**config.mk**
```make
export PLATFORM = sky130hd
export DESIGN_NAME = addr_latch_dec
export DESIGN_NICKNAME = d
export VERILOG_FILES = /design/src/rtl/addr_latch_pkg.sv /design/src/rtl/addr_latch_mode_dec.sv /design/src/rtl/addr_latch_onehot.sv /design/src/rtl/addr_latch_dec.sv
export SDC_FILE = /design/constraint.sdc
export NUM_CORES = 1
export LEC_CHECK = 0
export BUFFER_PORTS_ARGS = -buffer_cell sky130_fd_sc_hd__buf_2
export CORE_AREA = 2 2 39 41
export CTS_BUF_LIST = sky130_fd_sc_hd__clkbuf_8
export CTS_CLUSTER_DIAMETER = 30
export CTS_CLUSTER_SIZE = 16
export DETAILED_ROUTE_END_ITERATION = 8
export DIE_AREA = 0 0 41 43
export GPL_ROUTABILITY_DRIVEN = 0
export PLACE_DENSITY = 0.61
export SETUP_SLACK_MARGIN = 0.2
export SLEW_MARGIN = 20
export SYNTH_ARGS = -nofsm -noshare
export SYNTH_HDL_FRONTEND = slang
export SYNTH_SLANG_ARGS = --single-unit
```
**constraint.sdc**
```tcl
create_clock -name clk_i -period 0.8 [get_ports clk_i]
set_input_delay 0.12 -clock clk_i [delete_from_list [all_inputs] [get_ports clk_i]]
set_output_delay 0.12 -clock clk_i [all_outputs]
set_load 0.1 [all_outputs]
```
**src/rtl/addr_latch_pkg.sv**
```systemverilog
package addr_latch_pkg;
  typedef enum logic [1:0] {
    MODE_DEMUX = 2'b00,
    MODE_LATCH = 2'b01,
    MODE_CLEAR = 2'b10,
    MODE_HOLD  = 2'b11
  } mode_e;
endpackage

```
**src/rtl/addr_latch_mode_dec.sv**
```systemverilog
module addr_latch_mode_dec
  import addr_latch_pkg::*;
(
  input  logic  en_ni,
  input  logic  clr_ni,
  output mode_e mode_o
);
  // {enable, clear} pair maps directly onto the mode encoding
  assign mode_o = mode_e'({en_ni, clr_ni});
endmodule

```
**src/rtl/addr_latch_onehot.sv**
```systemverilog
module addr_latch_onehot #(
  parameter int unsigned SEL_W = 3,
  localparam int unsigned N = 1 << SEL_W
) (
  input  logic [SEL_W-1:0] sel_i,
  output logic [N-1:0]     hot_o
);
  for (genvar k = 0; k < N; k++) begin : g_hot
    assign hot_o[k] = (sel_i == SEL_W'(k));  // value k selects bit k
  end
endmodule

```
**src/rtl/addr_latch_dec.sv**
```systemverilog
module addr_latch_dec
  import addr_latch_pkg::*;
#(
  parameter int unsigned SEL_W = 3,
  localparam int unsigned N = 1 << SEL_W
) (
  input  logic             clk_i,
  input  logic             rst_ni,
  input  logic             en_ni,
  input  logic             clr_ni,
  input  logic [SEL_W-1:0] sel_i,
  input  logic             d_i,
  output logic [N-1:0]     q_o
);
  mode_e          mode;
  logic [N-1:0]   hot;
  logic [N-1:0]   q_q, q_d;

  addr_latch_mode_dec u_mode (.en_ni(en_ni), .clr_ni(clr_ni), .mode_o(mode));
  addr_latch_onehot #(.SEL_W(SEL_W)) u_hot (.sel_i(sel_i), .hot_o(hot));

  always_comb begin
    unique case (mode)
      MODE_LATCH: q_d = (q_q & ~hot) | (hot & {N{d_i}});
      MODE_DEMUX: q_d = hot & {N{d_i}};  // overwrites storage
      MODE_CLEAR: q_d = '0;
      default:    q_d = q_q;
    endcase
  end

  always_ff @(posedge clk_i or negedge rst_ni) begin
    if (!rst_ni) q_q <= '0;
    else         q_q <= q_d;
  end

  assign q_o = q_q;

  a_r1_reset_zero: assert property (@(posedge clk_i) !rst_ni |-> q_o == '0);
  a_r4_hold: assert property (@(posedge clk_i) disable iff (!rst_ni)
    (en_ni && clr_ni) |=> $stable(q_o));
  a_r6_clear: assert property (@(posedge clk_i) disable iff (!rst_ni)
    (en_ni && !clr_ni) |=> q_o == '0);
  a_r5_demux_onehot: assert property (@(posedge clk_i) disable iff (!rst_ni)
    (!en_ni && !clr_ni) |=> $onehot0(q_o));
  a_r5_demux_bit: assert property (@(posedge clk_i) disable iff (!rst_ni)
    (!en_ni && !clr_ni) |=> q_o[$past(sel_i)] == $past(d_i));
  a_r3_latch_bit: assert property (@(posedge clk_i) disable iff (!rst_ni)
    (!en_ni && clr_ni) |=> q_o[$past(sel_i)] == $past(d_i));
  a_r9_latch_one_change: assert property (@(posedge clk_i) disable iff (!rst_ni)
    (!en_ni && clr_ni) |=> $countones(q_o ^ $past(q_o)) <= 1);
endmodule

```
**Word-level counts from Yosys, hierarchy flattened**

Cells that the tools add are included.

- Equal/unequal tests: 9
- Mux-type cells: 1
- Bitwise gates (word level): 4
- Reductions and logical operators: 3

Operator list:

| operator | number |
|---|---|
| $pmux 8 s3 | 1 |
| $and 8x8->8 | 2 |
| $eq 3x3->1 const B | 4 |
| $not 8->8 | 1 |
| $or 8x8->8 | 1 |
| $eq 3x2->1 const B | 2 |
| $eq 3x1->1 const B | 1 |
| $logic_not 3->1 | 1 |
| $reduce_bool 3->1 | 1 |
| $eq 2x1->1 const B | 1 |
| $eq 2x2->1 const B | 1 |
| $logic_not 2->1 | 1 |

- Register bits: 8
- Output and inout port bits: 8

**Longest topological paths before layout**

Gate-level depths: netlist (run 1).

- Depth in word-level cells: 5
- Depth in mapped cells: 3
- Mapped depth without buffers: 2

**By module**

Synthesis (run 1) repeated with hierarchy kept, for this count alone.

- Cell total of the unflattened synthesis: 53
- Area total of the unflattened synthesis: 501.7 um^2

By module, submodules not included:

| module | instances | cells an instance | area an instance (um^2) | sequential area each (um^2) |
|---|---|---|---|---|
| addr_latch_dec | 1 | 43 | 421.7 | 200.2 |
| addr_latch_onehot | 1 | 8 | 65.1 | 0.0 |
| addr_latch_mode_dec | 1 | 2 | 15.0 | 0.0 |

**Worst setup path before layout (run 1)**

No wires, ideal clock.

- Path type: register -> register
- From: register with a tool-made name
- To: register with a tool-made name
- Library setup time: 0.079 ns
- Data arrival time: 1.139 ns
- Slack: -0.419 ns
- Stages on the path, launching flop included: 3
- Path buffers: 0
- Path through: dfrtp_1 nand2_1 mux2i_1

==> out/summary.log, run 1 <==
[layout] final std cell area, no fill 777 µm²
[global_routing] Tot GR Track Use 0.123
[logic_synthesis] proportion of netlist area held by the largest area contributor 0.505
[sta] maximum clock skew at final layout 0 ns
[hold_path] Hold Crit Depth 3
[logic_synthesis] post-synthesis simple-gate area fraction 0.274
[setup_path] Crit. End Element primary output
[sta] highest achievable clock rate 988 MHz
[global_routing] grt ovf 0
[floorplanning] number of placement rows 14
[placed_design] port bufs 15
[setup_path] CP arrival 0.89 ns
[sta] relative slew slack 0.815
[sta] Min Clock Period, post-route 1.01 ns
[clock_tree] H-tree depth 1
[power_and_ir_drop] internal power summed over all cells 0.866 mW
[placed_design] Placement Setup Slack -0.218 ns
[routing] ANT nets after route 0
[clock_tree] clock latency of the later-clocked register in the worst-skew pair 0.22 ns
[logic_synthesis] combinational family with the most area after synthesis simple AND/OR/NAND/NOR gates
[sta] share of the clock period used by the worst path 1.26
[layout] final instance count without filler cells 72
[setup_path] Crit path largest cell delay 0.49 ns
[routing] Vias per Instance 4.72
[clock_tree] clock edge transition at the registers on the reported setup and hold paths 0.04 ns
[global_routing] largest net degree at the start of global routing 9
[logic_synthesis] top post-synthesis cells by area dfrtp_1 50%, mux2i_1 20%, and4bb_2 9.5%, nand2_1 7.6%, nor4b_1 6.6%
[logic_synthesis] Avg Synthesized Cell Area 11.7 µm²
[logic_synthesis] Cell Area, Synth 397 µm²
[placed_design] placed instance area 661 µm²
[clock_tree] TritonCTS clock tree built
[layout] share of layout cells above drive strength 1 0.786
[logic_synthesis] warning count from the yosys run 0
[layout] Area Overhead vs Synth 95.9%
[setup_path] critical path launch point type register
[setup_path] cell count along the critical path 1
[power_and_ir_drop] switching power 0.346 mW
[global_routing] global-route wire length before repair 1390 µm
[logic_synthesis] area share of xor/xnor cells in the synthesized design 0
[sta] total count of hold-check failures in the final report 0
[power_and_ir_drop] Net Sw Frac 0.285
[sta] setup repair after global routing missed its margin yes
[sta] Worst-Margin Slew 0.276 ns
[logic_synthesis] top cell type by total area after synthesis dfrtp_1
[hold_path] hold path startpoint sel_i[2]
[setup_path] critical path type reg -> out
[layout] Inserted Diodes 0
[logic_synthesis] library cells used by synthesis 9
[routing] DR DRC count 0
[setup_path] FF-to-FF setup slack -0.05 ns
[logic_synthesis] post-synthesis compound-gate area fraction 0
[setup_path] sequence of cells on the critical path buf_12
[power_and_ir_drop] VDD IR-drop max 913 µV
[flow_run] reported max-cap violation count 0
[floorplanning] placeable core region 1380 µm²
[routing] length of the first detailed-routing pass in iterations 2
[run_status] status finished with violations
[layout] Final Net Count 66
[placed_design] final HPWL from detailed placement 692 µm
[power_and_ir_drop] Sequential Power Share 0.370
[floorplanning] I/O pin count 16
[setup_path] maximum fanout along the worst path 2
[logic_synthesis] Yosys reg bits 8
[layout] number of fill cells 116
[setup_path] Worst EP required 0.68 ns
[power_and_ir_drop] power density over cell area 1560 nW/µm²
[layout] utilization after layout 0.561
[sta] smallest setup slack after layout -0.212 ns
[power_and_ir_drop] clock network fraction of design power 0.393
[global_routing] via count of the first global-routing pass 333
[floorplanning] initial cell density of the core 0.287
[logic_synthesis] synthesized instance count 34
[power_and_ir_drop] Static Leak 0.304 nW
[setup_path] delay-heaviest family, CP flip-flops
[setup_path] Slowest cell on crit path dfrtp_4
[logic_synthesis] share of synthesized area occupied by flip-flops and latches 0.505
[global_routing] number of antenna violations at the first check in global routing 0
[setup_path] worst reg-to-reg path cell count 3
[clock_tree] master cell of the clock root buffer clkbuf_8
[routing] number of violations reported at the end of detailed-routing iteration 0 3
[logic_synthesis] mux contribution to synthesized area 0.202
[logic_synthesis] post-synthesis net count 42
[placed_design] placed cell count 67
[run_status] violations in the final reports negative setup slack
[logic_synthesis] share of synthesized cell area in full adder, half adder and majority cells 0
[floorplanning] vertical die dimension 43 µm
[sta] Max Slew Vio Count 0
[power_and_ir_drop] Combinational Power Share 0.238
[clock_tree] TritonCTS buffer count 3
[floorplanning] horizontal extent of the die 41 µm
[routing] routed via count 340
[clock_tree] maximum root-to-sink buffer count 2
[routing] routed length per placed instance 13.4 µm
[hold_path] worst hold-check path type in -> reg
[floorplanning] die outline area 1760 µm²
[clock_tree] number of clock sinks 8
[routing] total detailed-routing wirelength 968 µm
[setup_path] count of buffering cells on the critical path with inverters included 1
[sta] count of final setup violators 9
power groups by stage:
stage / Sequential (mW) / Clock [mW] / Combinational [mW]
detailed placement: 0.453 / 0 / 0.261
global placement: 0.452 / 0 / 0.258
finish: 0.448 / 0.476 / 0.288
CTS: 0.447 / 0.492 / 0.268
floorplan: 0.550 / 0 / 0.0398
global route: 0.449 / 0.509 / 0.302
area by class of cell:
class / instances / area [µm²] / share of cell area
flip-flops and latches: 8 / 230 / 0.296
inverters: 1 / 3.75 / 0.00483
well taps: 16 / 20.0 / 0.0258
repair buffers: 20 / 241 / 0.311
multi-input cells: 24 / 240 / 0.309
clock buffers: 3 / 41.3 / 0.0531
metrics by stage:
step | setup TNS [ns] | hold slack, ns | power (mW)
floorplan | -0.650 | -0.176 | 0.590
detailed placement | -0.939 | -0.0245 | 0.714
global placement | -0.906 | -0.0288 | 0.710
global route | -1.86 | 0.266 | 1.26
CTS | -1.68 | 0.220 | 1.21
finish | -1.71 | 0.240 | 1.21
cell usage in the layout, fill, tap and decap left out, types with 3 or more instances in the layout:
cell type / instances
mux2i_1: 8
dfrtp_4: 8
buf_12: 8
nand2_2: 7
buf_2: 6
buf_4: 4
and4bb_2: 3
nor4b_2: 3
clkbuf_8: 3
how the worst max path moves through the flow:
stage	startpoint	endpoint
3_3_place_gp	en_ni	register
2_1_floorplan	register	register
4_1_cts	register	q_o[5]
3_5_place_dp	en_ni	register
6_report	register	q_o[6]
5_1_grt	register	q_o[4]
cell usage after synthesis, drive strengths merged:
| master | number |
|---|---|
| and4bb | 3 |
| clkbuf | 1 |
| dfrtp | 8 |
| inv | 1 |
| mux2i | 8 |
| nand2 | 8 |
| nand4b | 1 |
| nor4 | 1 |
| nor4b | 3 |
kinds of logic (layout without fill, tap and decap cells):
group / after synthesis / after routing
buf+inv: 2 / 24
flops: 8 / 8
mux: 8 / 8
simple gates: 16 / 16
repair_timing:
action / in CTS / in global routing
pin swaps: 0 / 2
buffers inserted: 0 / 1
hold buffers: 1 / 0
gates cloned: 0 / 0
resized for setup: 2 / 12
endpoints found under the setup margin: 16 / 16
endpoints found under the hold margin: 8 / 0
layer usage:
layer | part of all wire | GRT usage
met1 | 0.44 | 0.157
met2 | 0.52 | 0.175
met3 | 0.044 | 0.0157
met4 | 0 | 0.100
met5 | 0 | 0
(Power assumes the default switching activity.)
==> run 2, diff against run 1 <==
CORE_AREA = default   (was 2 2 39 41)
CORE_UTILIZATION = 38   (was default)
DIE_AREA = default   (was 0 0 41 43)
PLACE_DENSITY = 0.7   (was 0.61)
SYNTH_HIERARCHICAL = 1   (was default)
==> run 2 against run 1 <==
The flow still finishes with violations (negative setup slack); via count is 21% higher; hold slack worse by 0.025 ns; synthesized area grew 26%; register-to-register slack got worse by 0.08 ns; largest power group unchanged; highest routed layer is now met4.
==> out/summary.log, run 2 <==
[run_status] status finished with violations
[run_status] violations in the final reports negative setup slack
[logic_synthesis] number of flops mapped to enable cells by yosys 0
[floorplanning] horizontal extent of the die 38.3 µm
[hold_path] worst hold-check path type in -> reg
[clock_tree] maximum root-to-sink buffer count 2
[sta] Worst-Margin Slew 0.285 ns
[setup_path] worst reg-to-reg path cell count 4
[layout] top library cells by usage in the layout, fill and taps aside 8 x nand3b_1, 8 x dfrtp_4, 8 x buf_12
[setup_path] FF-to-FF setup slack -0.13 ns
[flow_run] reported max-cap violation count 0
[setup_path] delay-heaviest family, CP flip-flops
[logic_synthesis] Avg Synthesized Cell Area 9.47 µm²
[sta] relative slew slack 0.809
[setup_path] critical path type reg -> out
[sta] highest achievable clock rate 993 MHz
[sta] smallest setup slack after layout -0.207 ns
[power_and_ir_drop] Static Leak 0.330 nW
[sta] share of the clock period used by the worst path 1.26
[layout] number of fill cells 95
[logic_synthesis] library cells used by synthesis 15
[floorplanning] die outline area 1470 µm²
[global_routing] number of antenna violations at the first check in global routing 0
[routing] Vias per Instance 4.89
[setup_path] critical path launch point type register
[clock_tree] TritonCTS clock tree built
[logic_synthesis] combinational family with the most area after synthesis simple AND/OR/NAND/NOR gates
[logic_synthesis] post-synthesis compound-gate area fraction 0.0873
[sta] maximum clock skew at final layout 0 ns
[floorplanning] vertical die dimension 38.3 µm
[layout] area of combinational cells with multiple inputs 283 µm²
[setup_path] Crit. End Element primary output
[placed_design] final HPWL from detailed placement 666 µm
[logic_synthesis] post-synthesis simple-gate area fraction 0.449
[logic_synthesis] share of synthesized cell area in full adder, half adder and majority cells 0
[logic_synthesis] share of synthesized area occupied by flip-flops and latches 0.399
[logic_synthesis] top cell type by total area after synthesis dfrtp_1
[logic_synthesis] most instantiated cells after synthesis 8 x dfrtp_1, 8 x nand2_1, 8 x nand3b_1
[routing] DR DRC count 0
[global_routing] via count of the first global-routing pass 367
[routing] routed length per placed instance 11.0 µm
[sta] setup repair after global routing missed its margin yes
[logic_synthesis] Cell Area, Synth 502 µm²
[setup_path] Worst EP required 0.68 ns
[global_routing] Tot GR Track Use 0.149
[logic_synthesis] warning count from the yosys run 6
[logic_synthesis] most used flip-flop cell after synthesis dfrtp_1
[setup_path] CP arrival 0.89 ns
[routing] routed via count 411
[layout] area taken by flip-flops and latches 230 µm²
[routing] total detailed-routing wirelength 920 µm
[routing] length of the first detailed-routing pass in iterations 1
[setup_path] Crit path largest cell delay 0.48 ns
[logic_synthesis] proportion of netlist area held by the largest area contributor 0.399
[sta] total count of hold-check failures in the final report 0
[global_routing] grt ovf 0
[sta] Max Slew Vio Count 0
[routing] ANT nets after route 0
[setup_path] count of buffering cells on the critical path with inverters included 1
[sta] Min Clock Period, post-route 1.01 ns
[floorplanning] placeable core region 1170 µm²
[layout] Area Overhead vs Synth 60.1%
[routing] number of violations reported at the end of detailed-routing iteration 0 0
[power_and_ir_drop] power density over cell area 1510 nW/µm²
[setup_path] sequence of cells on the critical path buf_12
[hold_path] hold path startpoint d_i
[logic_synthesis] Yosys reg bits 8
[clock_tree] H-tree depth 1
[logic_synthesis] top post-synthesis cells by area dfrtp_1 40%, nand3b_1 12%, and2b_4 10%, o21ai_1 7.0%, and3b_2 6.0%
[clock_tree] master cell of the clock root buffer clkbuf_8
[global_routing] largest net degree at the start of global routing 17
[logic_synthesis] fraction of synthesis flops using an asynchronous set or reset pin 1.00
[clock_tree] clock latency of the later-clocked register in the worst-skew pair 0.23 ns
[placed_design] port bufs 15
[hold_path] Hold Crit Depth 3
[setup_path] Slowest cell on crit path dfrtp_4
[layout] Inserted Diodes 0
[clock_tree] TritonCTS buffer count 3
[clock_tree] number of clock sinks 8
[logic_synthesis] area share of xor/xnor cells in the synthesized design 0
[power_and_ir_drop] Power, Total 1.21 mW
[logic_synthesis] synthesized instance count 53
[power_and_ir_drop] VDD IR-drop max 892 µV
[logic_synthesis] mux contribution to synthesized area 0
[floorplanning] I/O pin count 16
[layout] Final Net Count 80
[logic_synthesis] post-synthesis net count 61
[setup_path] maximum fanout along the worst path 2
[layout] final std cell area, no fill 803 µm²
[layout] share of layout cells above drive strength 1 0.629
[global_routing] global-route wire length before repair 1480 µm
[sta] count of final setup violators 10
[clock_tree] clock edge transition at the registers on the reported setup and hold paths 0.04 ns
[floorplanning] initial cell density of the core 0.428
[floorplanning] number of placement rows 12
[placed_design] placed instance area 714 µm²
-- run 2: cells by family (layout without fill, tap and decap cells) --
group           count (synthesis)  in the layout
flops                           8              8
compound gates                  8              8
simple gates                   32             32
buf+inv                         5             22
-- run 2: how the worst max path moves through the flow --
stage	startpoint	endpoint	slack, ns	depth (start not counted)
5_1_grt	register	q_o[1]	-0.22	1
6_report	register	q_o[1]	-0.21	1
2_1_floorplan	register	register	-0.07	2
3_3_place_gp	sel_i[2]	register	-0.08	4
4_1_cts	register	q_o[1]	-0.21	1
3_5_place_dp	sel_i[2]	register	-0.10	4
-- run 2: worst min-delay path, stage by stage --
cell and delay [ns]:
buf_2 0.15, nand3b_1 0.08, o21ai_1 0.05
-- run 2: layout make-up --
type / count / area share
flip-flops and latches: 8 / 0.287
well taps: 14 / 0.0218
multi-input cells: 40 / 0.352
repair buffers: 19 / 0.288
clock buffers: 3 / 0.0514
-- run 2: metrics by stage --
stage | TNS (ns) | utilization | worst slack, ns | hold WS, ns | instances
after floorplan | -0.537 | - | -0.0678 | -0.176 | 53
after global placement | -0.249 | 0.610 | -0.0779 | -0.0255 | 77
after detailed placement | -0.460 | 0.610 | -0.101 | -0.0242 | 77
after CTS | -1.82 | 0.678 | -0.211 | 0.208 | 84
after global routing | -1.94 | 0.686 | -0.220 | 0.236 | 84
final | -1.78 | 0.686 | -0.207 | 0.215 | 84
-- run 2: power by group --
| part | internal [mW] | leakage, nW | switching [mW] |
|---|---|---|---|
| Sequential | 0.429 | 0.0949 | 0.0154 |
| Combinational | 0.116 | 0.213 | 0.171 |
| Clock | 0.326 | 0.0216 | 0.157 |
| Total | 0.871 | 0.330 | 0.343 |
-- run 2: layer usage --
metal | vias to the layer above | track usage | part of all wire
li1 | 212 | - | -
met1 | 182 | 0.204 | 0.54
met2 | 15 | 0.216 | 0.40
met3 | 2 | 0.0174 | 0.037
met4 | 0 | 0.103 | 0.023
met5 | - | 0 | 0
-- run 2: repair_timing --
item | in CTS | in global routing
buffers inserted | 3 | 0
gates cloned | 0 | 0
endpoints found under the setup margin | 16 | 16
hold buffers | 1 | 0
gates resized for setup | 2 | 3
endpoints found under the hold margin | 8 | 0
==> run 3, diff against run 2 <==
ABC_AREA = 1   (was default)
CORE_AREA = 2 2 39 41   (was default)
CORE_UTILIZATION = default   (was 38)
DIE_AREA = 0 0 41 43   (was default)
PLACE_DENSITY = 0.68   (was 0.7)
==> run 3 against run 2 <==
Largest power group unchanged; the run still ends with negative setup slack left; sequential power rose by 4.9%; largest cell class is now sequential cells; clock-buffer cell count unchanged; clock power fell by 1%.
==> out/summary.log, run 3 <==
[hold_path] worst hold-check path type in -> async
[routing] length of the first detailed-routing pass in iterations 4
[sta] count of final setup violators 9
[layout] number of fill cells 131
[power_and_ir_drop] VDD IR-drop max 738 µV
[setup_path] FF-to-FF setup slack -0.10 ns
[setup_path] maximum fanout along the worst path 2
[logic_synthesis] proportion of netlist area held by the largest area contributor 0.410
[routing] met2 wire len 394 µm
[clock_tree] master cell of the clock root buffer clkbuf_8
[logic_synthesis] post-synthesis simple-gate area fraction 0.421
[sta] smallest setup slack after layout -0.200 ns
[power_and_ir_drop] Power, Total 1.33 mW
[sta] setup repair after global routing missed its margin yes
[sta] relative slew slack 0.847
[logic_synthesis] mux contribution to synthesized area 0
[logic_synthesis] Yosys reg bits 8
[logic_synthesis] share of synthesized cell area in full adder, half adder and majority cells 0
[power_and_ir_drop] internal power summed over all cells 0.899 mW
[routing] DR DRC count 0
[setup_path] critical path type reg -> out
[power_and_ir_drop] Net Sw Frac 0.323
[logic_synthesis] Avg Synthesized Cell Area 6.34 µm²
[power_and_ir_drop] Combinational Power Share 0.289
[floorplanning] horizontal extent of the die 41 µm
[logic_synthesis] library cells used by synthesis 8
[routing] number of violations reported at the end of detailed-routing iteration 0 1
[layout] most frequent standard cell in the layout excluding fill and tap cells nand2_1
[layout] Inserted Diodes 0
[setup_path] Slowest cell on crit path dfrtp_4
[power_and_ir_drop] clock network fraction of design power 0.359
[floorplanning] I/O pin count 16
[placed_design] port bufs 15
[setup_path] sequence of cells on the critical path buf_12
[logic_synthesis] number of flops mapped to enable cells by yosys 0
[logic_synthesis] most used flip-flop cell after synthesis dfrtp_1
[power_and_ir_drop] power density over cell area 1730 nW/µm²
[global_routing] number of antenna violations at the first check in global routing 0
[routing] total routed wire length on the met1 layer 437 µm
[setup_path] Crit path largest cell delay 0.48 ns
[floorplanning] die outline area 1760 µm²
[logic_synthesis] most instantiated cells after synthesis 36 x nand2_1, 11 x inv_1, 8 x dfrtp_1, 8 x nand3_1, 8 x nor2_1
[placed_design] final HPWL from detailed placement 693 µm
[layout] share of layout cells above drive strength 1 0.344
[layout] top library cells by usage in the layout, fill and taps aside 33 x nand2_1, 11 x inv_1
[layout] final std cell area, no fill 766 µm²
[sta] share of the clock period used by the worst path 1.25
[power_and_ir_drop] switching power 0.429 mW
[global_routing] global-route wire length before repair 1480 µm
[sta] highest achievable clock rate 1000 MHz
[sta] Min Clock Period, post-route 1.00 ns
[setup_path] critical path launch point type register
[logic_synthesis] leading cell type by number of instances after synthesis nand2_1
[layout] final instance count without filler cells 109
[logic_synthesis] post-synthesis compound-gate area fraction 0
[global_routing] Tot GR Track Use 0.122
[run_status] violations in the final reports negative setup slack
[clock_tree] number of clock sinks 8
[routing] routed length per placed instance 7.90 µm
[sta] Setup TNS -1.67 ns
[logic_synthesis] share of synthesized area occupied by flip-flops and latches 0.410
[routing] routed via count 451
[clock_tree] clock latency of the later-clocked register in the worst-skew pair 0.22 ns
[floorplanning] placeable core region 1380 µm²
[logic_synthesis] combinational family with the most area after synthesis simple AND/OR/NAND/NOR gates
[routing] ANT nets after route 0
[logic_synthesis] top cell type by total area after synthesis dfrtp_1
[clock_tree] TritonCTS clock tree built
[logic_synthesis] synthesized instance count 77
[setup_path] Worst EP required 0.68 ns
[floorplanning] initial cell density of the core 0.353
[power_and_ir_drop] Sequential Power Share 0.352
[layout] Area Overhead vs Synth 56.9%
[placed_design] placed instance area 699 µm²
[setup_path] CP arrival 0.88 ns
[routing] top metal layer carrying routed signals met3
[global_routing] grt ovf 0
[routing] metal3 WL 30 µm
[clock_tree] clock edge transition at the registers on the reported setup and hold paths 0.04 ns
[sta] Worst-Margin Slew 0.229 ns
[sta] Max Slew Vio Count 0
[logic_synthesis] post-synthesis net count 85
[clock_tree] H-tree depth 1
[setup_path] delay-heaviest family, CP flip-flops
[clock_tree] TritonCTS buffer count 3
[layout] Final Net Count 103
[logic_synthesis] top post-synthesis cells by area dfrtp_1 41%, nand2_1 28%, inv_1 8.5%, nand3_1 8.2%, nor2_1 6.2%
[sta] maximum clock skew at final layout 0 ns
[run_status] status finished with violations
[routing] total detailed-routing wirelength 861 µm
[logic_synthesis] warning count from the yosys run 6
[placed_design] placed cell count 104
[floorplanning] number of placement rows 14
[setup_path] Crit. End Element primary output
[layout] utilization after layout 0.553
[floorplanning] vertical die dimension 43 µm
[sta] total count of hold-check failures in the final report 0
[clock_tree] maximum root-to-sink buffer count 2
[routing] Vias per Instance 4.14
[logic_synthesis] area share of xor/xnor cells in the synthesized design 0
[setup_path] count of buffering cells on the critical path with inverters included 1
[logic_synthesis] Cell Area, Synth 488 µm²
[global_routing] via count of the first global-routing pass 363
[flow_run] reported max-cap violation count 0
[power_and_ir_drop] Static Leak 0.424 nW
[global_routing] largest net degree at the start of global routing 17
[logic_synthesis] fraction of synthesis flops using an asynchronous set or reset pin 1.00
==> run 3: per-stage QoR <==
stage | hold WS (ns) | setup WS [ns]
2_1_floorplan | -0.176 | -0.125
3_3_place_gp | -0.0291 | 0.00822
3_5_place_dp | -0.0292 | -0.000418
4_1_cts | 0.275 | -0.201
5_1_grt | 0.295 | -0.217
6_report | 0.277 | -0.200
==> run 3: logic make-up (layout without fill, tap and decap cells) <==
kind of cell | after synthesis | count (layout)
simple gates | 52 | 52
flops | 8 | 8
buf+inv | 17 | 33
==> run 3: worst paths after layout <==
| kind | endpoint | start | depth (start not counted) |
|---|---|---|---|
| max reg2reg | register | register | 5 |
| max in group asynchronous | asynchronous set/reset pin | rst_ni | 2 |
| min reg2reg | register | register | 4 |
| max | q_o[6] | register | 1 |
| min in group clk_i | register | sel_i[2] | 5 |
| min | asynchronous set/reset pin | rst_ni | 2 |
==> run 3: area by class of cell <==
type | count | area [µm²] | area share
Clock buffer | 3 | 41.3 | 0.0539
Inverter | 13 | 48.8 | 0.0637
Sequential cell | 8 | 230 | 0.301
Timing Repair Buffer | 17 | 213 | 0.278
Tap cell | 16 | 20.0 | 0.0261
Multi-Input combinational cell | 52 | 213 | 0.278
==> run 3: per-layer routing <==
metal | up-vias | global-route usage
met5 | - | 0
met4 | 0 | 0.0600
met3 | 0 | 0.0314
met2 | 10 | 0.169
met1 | 186 | 0.169
li1 | 255 | -
==> run 3: repair_timing <==
action | in CTS | in global routing
hold buffers | 1 | 0
endpoints found under the hold margin | 8 | 0
endpoints found under the setup margin | 16 | 16
setup buffers | 0 | 1
resized for setup | 0 | 3
==> run 3: power by group through the flow <==
stage | sequential [mW] | clock [mW] | combinational (mW)
2_1_floorplan | 0.627 | 0 | 0.0896
3_3_place_gp | 0.473 | 0 | 0.373
3_5_place_dp | 0.473 | 0 | 0.376
4_1_cts | 0.467 | 0.483 | 0.380
5_1_grt | 0.468 | 0.521 | 0.407
6_report | 0.467 | 0.477 | 0.384
